--- src/rtl/sfifo_pkg.sv ---
// Package: shared types for the synchronous FIFO.
// Assumes nothing beyond the parameters of the top module.
package sfifo_pkg;

    // Outcome of the request pair in one cycle.
    typedef struct packed {
        logic wr_go;   // write accepted at this edge
        logic rd_go;   // read accepted at this edge
        logic wr_rej;  // write requested but refused (full)
        logic rd_rej;  // read requested but refused (empty)
    } fifo_req_t;

endpackage

--- src/rtl/sfifo_gate.sv ---
// Module: sfifo_gate
// Splits each request into accepted or refused, using the flags of the
// current cycle. Purely combinational. Assumes the flags are registered
// outputs, so there is no combinational loop back to the requests.
module sfifo_gate
    import sfifo_pkg::*;
(
    input  logic      wr_en,
    input  logic      rd_en,
    input  logic      full,
    input  logic      empty,
    output fifo_req_t req
);

    // Qualify write and read requests against the present flags.
    always_comb begin
        req.wr_go  = wr_en & ~full;
        req.wr_rej = wr_en &  full;
        req.rd_go  = rd_en & ~empty;
        req.rd_rej = rd_en &  empty;
    end

endmodule

--- src/rtl/sfifo_ctrl.sv ---
// Module: sfifo_ctrl
// Keeps the write and read pointers and derives the occupancy. Registers
// every level flag from the occupancy that follows this edge. The
// pointers carry one extra wrap bit, so that a full buffer and an empty
// buffer do not look alike. Assumes DEPTH is a power of two and that
// 3 <= threshold <= DEPTH-3.
module sfifo_ctrl
    import sfifo_pkg::*;
#(
    parameter int DEPTH        = 16,
    parameter int PFULL_TH     = 12,
    parameter int PEMPTY_TH    = 4,
    parameter bit FULL_RST_VAL = 1'b0,
    localparam int AW          = $clog2(DEPTH),
    localparam int CW          = AW + 1
) (
    input  logic          clk,
    input  logic          rst_n,
    input  fifo_req_t     req,
    output logic [AW-1:0] waddr,
    output logic [AW-1:0] raddr,
    output logic [CW-1:0] occupancy,
    output logic          full,
    output logic          almost_full,
    output logic          prog_full,
    output logic          empty,
    output logic          almost_empty,
    output logic          prog_empty
);

    localparam logic [CW-1:0] FULL_CNT  = CW'(DEPTH);
    localparam logic [CW-1:0] AFULL_CNT = CW'(DEPTH - 1);
    localparam logic [CW-1:0] PF_CNT    = CW'(PFULL_TH);
    localparam logic [CW-1:0] PE_CNT    = CW'(PEMPTY_TH);

    logic [CW-1:0] wptr, rptr;
    logic [CW-1:0] cnt_nxt;

    assign waddr     = wptr[AW-1:0];
    assign raddr     = rptr[AW-1:0];
    assign occupancy = wptr - rptr;

    // Occupancy after this edge, from the accepted operations.
    always_comb begin
        cnt_nxt = occupancy + CW'(req.wr_go) - CW'(req.rd_go);
    end

    // Advance the pointers on accepted operations.
    always_ff @(posedge clk) begin
        if (!rst_n) begin
            wptr <= '0;
            rptr <= '0;
        end else begin
            if (req.wr_go) wptr <= wptr + 1'b1;
            if (req.rd_go) rptr <= rptr + 1'b1;
        end
    end

    // Register the full-side flags. prog_full holds while full is high.
    always_ff @(posedge clk) begin
        if (!rst_n) begin
            full        <= FULL_RST_VAL;
            almost_full <= FULL_RST_VAL;
            prog_full   <= FULL_RST_VAL;
        end else begin
            full        <= (cnt_nxt == FULL_CNT);
            almost_full <= (cnt_nxt == AFULL_CNT);
            if (!full) prog_full <= (cnt_nxt >= PF_CNT);
        end
    end

    // Register the empty-side flags. prog_empty holds while empty is high.
    always_ff @(posedge clk) begin
        if (!rst_n) begin
            empty        <= 1'b1;
            almost_empty <= 1'b0;
            prog_empty   <= 1'b1;
        end else begin
            empty        <= (cnt_nxt == '0);
            almost_empty <= (cnt_nxt == CW'(1));
            if (!empty) prog_empty <= (cnt_nxt <= PE_CNT);
        end
    end

endmodule

--- src/rtl/sfifo_store.sv ---
// Module: sfifo_store
// Holds the words and the single read output register. The storage has
// no reset. Only the output register and the valid bit are reset. Assumes
// the read and write addresses come from sfifo_ctrl and name a stored
// word whenever rd_go is high.
module sfifo_store
    import sfifo_pkg::*;
#(
    parameter int              DATA_W       = 16,
    parameter int              DEPTH        = 16,
    parameter logic [DATA_W-1:0] DOUT_RST_VAL = '0,
    localparam int             AW           = $clog2(DEPTH)
) (
    input  logic              clk,
    input  logic              rst_n,
    input  fifo_req_t         req,
    input  logic [AW-1:0]     waddr,
    input  logic [AW-1:0]     raddr,
    input  logic [DATA_W-1:0] din,
    output logic [DATA_W-1:0] dout,
    output logic              data_valid
);

    logic [DATA_W-1:0] mem [DEPTH];

    // Store an accepted write.
    always_ff @(posedge clk) begin
        if (req.wr_go) mem[waddr] <= din;
    end

    // Load the output register on an accepted read, and hold it otherwise.
    always_ff @(posedge clk) begin
        if (!rst_n) begin
            dout       <= DOUT_RST_VAL;
            data_valid <= 1'b0;
        end else begin
            data_valid <= req.rd_go;
            if (req.rd_go) dout <= mem[raddr];
        end
    end

endmodule

--- src/rtl/sfifo_report.sv ---
// Module: sfifo_report
// Turns the request outcome of one cycle into one-cycle pulses in the
// next cycle: write accepted, write refused, read refused.
module sfifo_report
    import sfifo_pkg::*;
(
    input  logic      clk,
    input  logic      rst_n,
    input  fifo_req_t req,
    output logic      wr_ack,
    output logic      overflow,
    output logic      underflow
);

    // Register the request outcome as next-cycle pulses.
    always_ff @(posedge clk) begin
        if (!rst_n) begin
            wr_ack    <= 1'b0;
            overflow  <= 1'b0;
            underflow <= 1'b0;
        end else begin
            wr_ack    <= req.wr_go;
            overflow  <= req.wr_rej;
            underflow <= req.rd_rej;
        end
    end

endmodule

--- src/rtl/sfifo_flags.sv ---
// Module: sfifo_flags (top)
// A single-clock FIFO with standard registered reads and a full set of
// status flags. Assumes DEPTH is a power of two, 3 <= PFULL_TH <= DEPTH-3,
// 3 <= PEMPTY_TH <= DEPTH-3, and that the requests are held low during
// reset.
module sfifo_flags
    import sfifo_pkg::*;
#(
    parameter int                DATA_W       = 16,
    parameter int                DEPTH        = 16,
    parameter int                PFULL_TH     = 12,
    parameter int                PEMPTY_TH    = 4,
    parameter bit                FULL_RST_VAL = 1'b0,
    parameter logic [DATA_W-1:0] DOUT_RST_VAL = '0,
    localparam int               AW           = $clog2(DEPTH),
    localparam int               CW           = AW + 1
) (
    input  logic              clk,
    input  logic              rst_n,
    input  logic              wr_en,
    input  logic [DATA_W-1:0] din,
    input  logic              rd_en,
    output logic [DATA_W-1:0] dout,
    output logic              data_valid,
    output logic              full,
    output logic              almost_full,
    output logic              prog_full,
    output logic              empty,
    output logic              almost_empty,
    output logic              prog_empty,
    output logic              overflow,
    output logic              underflow,
    output logic              wr_ack,
    output logic [CW-1:0]     occupancy
);

    fifo_req_t     req;
    logic [AW-1:0] waddr, raddr;

    sfifo_gate u_gate (
        .wr_en (wr_en),
        .rd_en (rd_en),
        .full  (full),
        .empty (empty),
        .req   (req)
    );

    sfifo_ctrl #(
        .DEPTH        (DEPTH),
        .PFULL_TH     (PFULL_TH),
        .PEMPTY_TH    (PEMPTY_TH),
        .FULL_RST_VAL (FULL_RST_VAL)
    ) u_ctrl (
        .clk          (clk),
        .rst_n        (rst_n),
        .req          (req),
        .waddr        (waddr),
        .raddr        (raddr),
        .occupancy    (occupancy),
        .full         (full),
        .almost_full  (almost_full),
        .prog_full    (prog_full),
        .empty        (empty),
        .almost_empty (almost_empty),
        .prog_empty   (prog_empty)
    );

    sfifo_store #(
        .DATA_W       (DATA_W),
        .DEPTH        (DEPTH),
        .DOUT_RST_VAL (DOUT_RST_VAL)
    ) u_store (
        .clk        (clk),
        .rst_n      (rst_n),
        .req        (req),
        .waddr      (waddr),
        .raddr      (raddr),
        .din        (din),
        .dout       (dout),
        .data_valid (data_valid)
    );

    sfifo_report u_report (
        .clk       (clk),
        .rst_n     (rst_n),
        .req       (req),
        .wr_ack    (wr_ack),
        .overflow  (overflow),
        .underflow (underflow)
    );

endmodule

--- config.mk ---
export PLATFORM = sky130hd
export DESIGN_NAME = sfifo_flags
export DESIGN_NICKNAME = d
export VERILOG_FILES = /design/src/rtl/sfifo_pkg.sv /design/src/rtl/sfifo_gate.sv /design/src/rtl/sfifo_ctrl.sv /design/src/rtl/sfifo_store.sv /design/src/rtl/sfifo_report.sv /design/src/rtl/sfifo_flags.sv
export SDC_FILE = /design/constraint.sdc
export NUM_CORES = 1
export LEC_CHECK = 0
export BUFFER_PORTS_ARGS = -buffer_cell sky130_fd_sc_hd__buf_2
export CAP_MARGIN = 30
export CORE_MARGIN = 1
export CORE_UTILIZATION = 35
export CTS_CLUSTER_DIAMETER = 200
export DETAILED_ROUTE_END_ITERATION = 7
export GPL_ROUTABILITY_DRIVEN = 0
export GPL_TIMING_DRIVEN = 0
export PLACE_DENSITY = 0.59
export REMOVE_ABC_BUFFERS = 1
export SYNTH_ARGS = -nofsm -noshare
export SYNTH_HDL_FRONTEND = slang
export SYNTH_HIERARCHICAL = 1
export SYNTH_SLANG_ARGS = --single-unit
export TNS_END_PERCENT = 50
--- constraint.sdc ---
create_clock -name clk -period 5.4 [get_ports clk]
set_input_delay 0 -clock clk [delete_from_list [all_inputs] [get_ports clk]]
set_output_delay 0 -clock clk [all_outputs]
set_load 0.03 [all_outputs]
==> impl_metrics.json <==
{
  "cts_buffers": 30,
  "layout-drive-gt1-share_pct": 19.33,
  "clock_path_buffers": 3,
  "crit_type": "flip-flop to flip-flop",
  "fin_crit_ns": 3.953,
  "cp.arrival_ns": 4.40,
  "path_buf_inv": 1,
  "tns_ns": 0,
  "track_usage_pct": 14.87,
  "grt_max_degree": 53,
  "r2r-end": "u_ctrl/prog_full$_SDFFE_PN0N_",
  "yosysUniqueCellTypes": 56,
  "rr_startpoint": "u_ctrl/rptr[2]$_SDFFE_PN0P_",
  "power.density_nw_per_um2": 425.1,
  "yosysSeqAreaShare_pct": 70.18,
  "portBuffers": 50,
  "cts_tree": "yes",
  "cp_max_fo": 36,
  "finClkSkew_ns": 0.02078,
  "async_flop_share_pct": 0,
  "syn_inst": 755,
  "initial_utilization_pct": 35.64,
  "holdPathStages": 3,
  "hold_end": "u_ctrl/empty$_SDFF_PN1_",
  "ant_nets": 0,
  "hpwl_mm": 16.06,
  "r2r_slack_ns": 1.45,
  "ys.warnings.count": 6,
  "tightest_slew_ns": 0.9699,
  "ctsHtreeMaxLevel": 1,
  "vias": 6519,
  "hold_start": "rst_n",
  "drc": 0,
  "final_util_pct": 42.45,
  "drt-pass1-iter-count": 4,
  "hold_viol_final": 0,
  "finalSetupViolations": 0,
  "wl_per_cell_um": 19.74,
  "die_area_um2": 34970,
  "cts.sinks": 292,
  "outcome": "finished, final reports clean",
  "io_pins": 51,
  "timing.hold.ws_ns": 0.3410,
  "fmax_ghz": 0.2530,
  "grt_pass1_vias": 6563,
  "maxCapViolCount": 0,
  "end_kind": "flip-flop",
  "fill_cells": 2955,
  "hp-class": "input pin to flip-flop",
  "critPathSlowestCell": "dfxtp_4",
  "path_cells": "inv_1 > ha_1 > and3b_1 > nor3_1 > or2_4 > ha_1 > a21o_1 > a2111oi_1 > nor4_2 > o211ai_2 > xnor2_2 > o311a_1",
  "nets": 873,
  "synth_top_area_cell": "edfxtp_1",
  "required_ns": 5.84,
  "cts-root-buf": "clkbuf_16",
  "antenna_cells": 0,
  "crit_family": "compound AO/OA/AOI/OAI gates",
  "ys_seq_elements": 292,
  "die_w_um": 187.0,
  "viasPerCell": 4.969,
  "drt_iter0_markers": 464,
  "critPathLaunchType": "flip-flop",
  "post_cts_buffers": 0,
  "leakage_nw": 4.681,
  "final_cell_area_um2": 14270,
  "synth-edff-count": 256,
  "finalCritPeriodShare_pct": 73.20,
  "synth_most_common_cell": "edfxtp_1",
  "antenna_found_initial": 0,
  "grt_pass1_wl_mm": 39.37,
  "clkLatencyLatePin_ns": 0.57,
  "r2r_cells": 12,
  "slowest_delay_ns": 0.80,
  "num_rows": 67,
  "rsz0062_at_grt": "no",
  "fp.dieH_um": 187.0,
  "drv_slew": 0,
  "drt-total-wl_mm": 25.90,
  "relSlewSlack_pct": 35.34,
  "synthFlopType": "edfxtp_1",
  "syn_avg_cell_area_um2": 15.87,
  "dpl_cell_area_um2": 13030,
  "ir_worst_vdd_mv": 0.3552,
  "crit_top_cell": "ha_1",
  "core_um2": 33620,
  "netlist_top_cells_area": "edfxtp_1 64%, mux2i_1 11%, dfxtp_1 6.0%",
  "power_mw": 6.067,
  "area_growth_pct": 19.12,
  "synth_top_area_share_pct": 64.17,
  "path_clk_slew_ns": 0.06,
  "overflow": 0,
  "synth_area_um2": 11980,
  "synth_common_cells": "256 x edfxtp_1, 130 x mux2i_1, 50 x nand3_1"
}
placed cells by master, fill, tap and decap left out, types with 13 or more instances in the layout:
| cell | instances |
|---|---|
| nand2_1 | 39 |
| mux2i_1 | 130 |
| dfxtp_1 | 35 |
| inv_1 | 13 |
| a22oi_1 | 48 |
| clkbuf_16 | 30 |
| nand3_1 | 50 |
| edfxtp_1 | 256 |
| dlygate4sd3_1 | 20 |
| buf_2 | 50 |
| a21oi_1 | 20 |
timing repair:
| item | 4_1_cts | 5_1_grt |
|---|---|---|
| hold buffers | 20 | 0 |
| gates resized for setup | 0 | 0 |
| setup endpoints to repair | 0 | 0 |
| endpoints found under the hold margin | 276 | 0 |
through the flow:
step / setup WS [ns] / instances
floorplan: -2.108 / 710
global placement: -4.033 / 1208
detailed placement: 1.428 / 1236
CTS: 1.393 / 1312
global route: 1.172 / 1312
finish: 1.447 / 1312
power by group:
group	internal, mW	total [mW]	switching [mW]
Sequential	2.58	2.65	0.0691
Clock	1.27	2.13	0.856
Combinational	0.501	1.28	0.783
layout make-up:
cell class / count / area, µm² / share of cell area [%]
Timing Repair Buffer: 98 / 980.9 / 6.874
Tap cell: 448 / 560.5 / 3.928
Sequential cell: 292 / 8412 / 58.94
Multi-Input combinational cell: 405 / 3231 / 22.64
Clock buffer: 34 / 775.7 / 5.436
Clock inverter: 22 / 262.8 / 1.841
Inverter: 13 / 48.80 / 0.3419
worst max-delay path by stage:
stage,start,to,slack (ns),depth (start not counted)
2_1_floorplan,u_ctrl/rptr[2]$_SDFFE_PN0P_,u_ctrl/prog_full$_SDFFE_PN0N_,-2.11,12
3_3_place_gp,u_ctrl/rptr[2]$_SDFFE_PN0P_,u_ctrl/prog_full$_SDFFE_PN0N_,-4.03,12
4_1_cts,u_ctrl/rptr[2]$_SDFFE_PN0P_,u_ctrl/prog_full$_SDFFE_PN0N_,1.39,12
6_report,u_ctrl/rptr[2]$_SDFFE_PN0P_,u_ctrl/prog_full$_SDFFE_PN0N_,1.45,12
5_1_grt,u_ctrl/rptr[2]$_SDFFE_PN0P_,u_ctrl/prog_full$_SDFFE_PN0N_,1.17,12
3_5_place_dp,u_ctrl/rptr[2]$_SDFFE_PN0P_,u_ctrl/prog_full$_SDFFE_PN0N_,1.43,12
registers in the layout, summed over array words and instances, names as in the netlist:
register,count
u_ctrl/almost_empty,1
u_ctrl/almost_full,1
u_ctrl/empty,1
u_ctrl/full,1
u_ctrl/prog_empty,1
u_ctrl/prog_full,1
u_ctrl/rptr,5
u_ctrl/wptr,5
u_report/overflow,1
u_report/underflow,1
u_report/wr_ack,1
u_store/data_valid,1
u_store/dout,16
u_store/mem,256
routing by layer:
layer  part of all wire (%)  track usage (%)  vias to the layer above
met5                      0                0                        -
met4                    2.6            4.729                        0
met3                    4.9            2.308                       48
met2                     46            23.61                      183
met1                     47            20.92                     3221
li1                       -                -                     3067
worst reg2reg max path, delay by kind of cell (launching register included):
family          cells  cell delay, ns
compound gates      4            1.13
fa+ha+maj           2            0.96
flops               1            0.80
simple gates        4            0.73
xor+xnor            1            0.14
buf+inv             1            0.11
logic make-up after synthesis:
logic type | Yosys count | synth area share, %
XOR/XNOR | 17 | 1.692
AO/OA/AOI/OAI | 87 | 5.421
multiplexers | 130 | 10.86
buffers and inverters | 58 | 3.509
flip-flops | 292 | 70.18
adder cells (fa/ha/maj) | 13 | 1.483
AND/OR/NAND/NOR | 158 | 6.851
(Power assumes the default switching activity.)
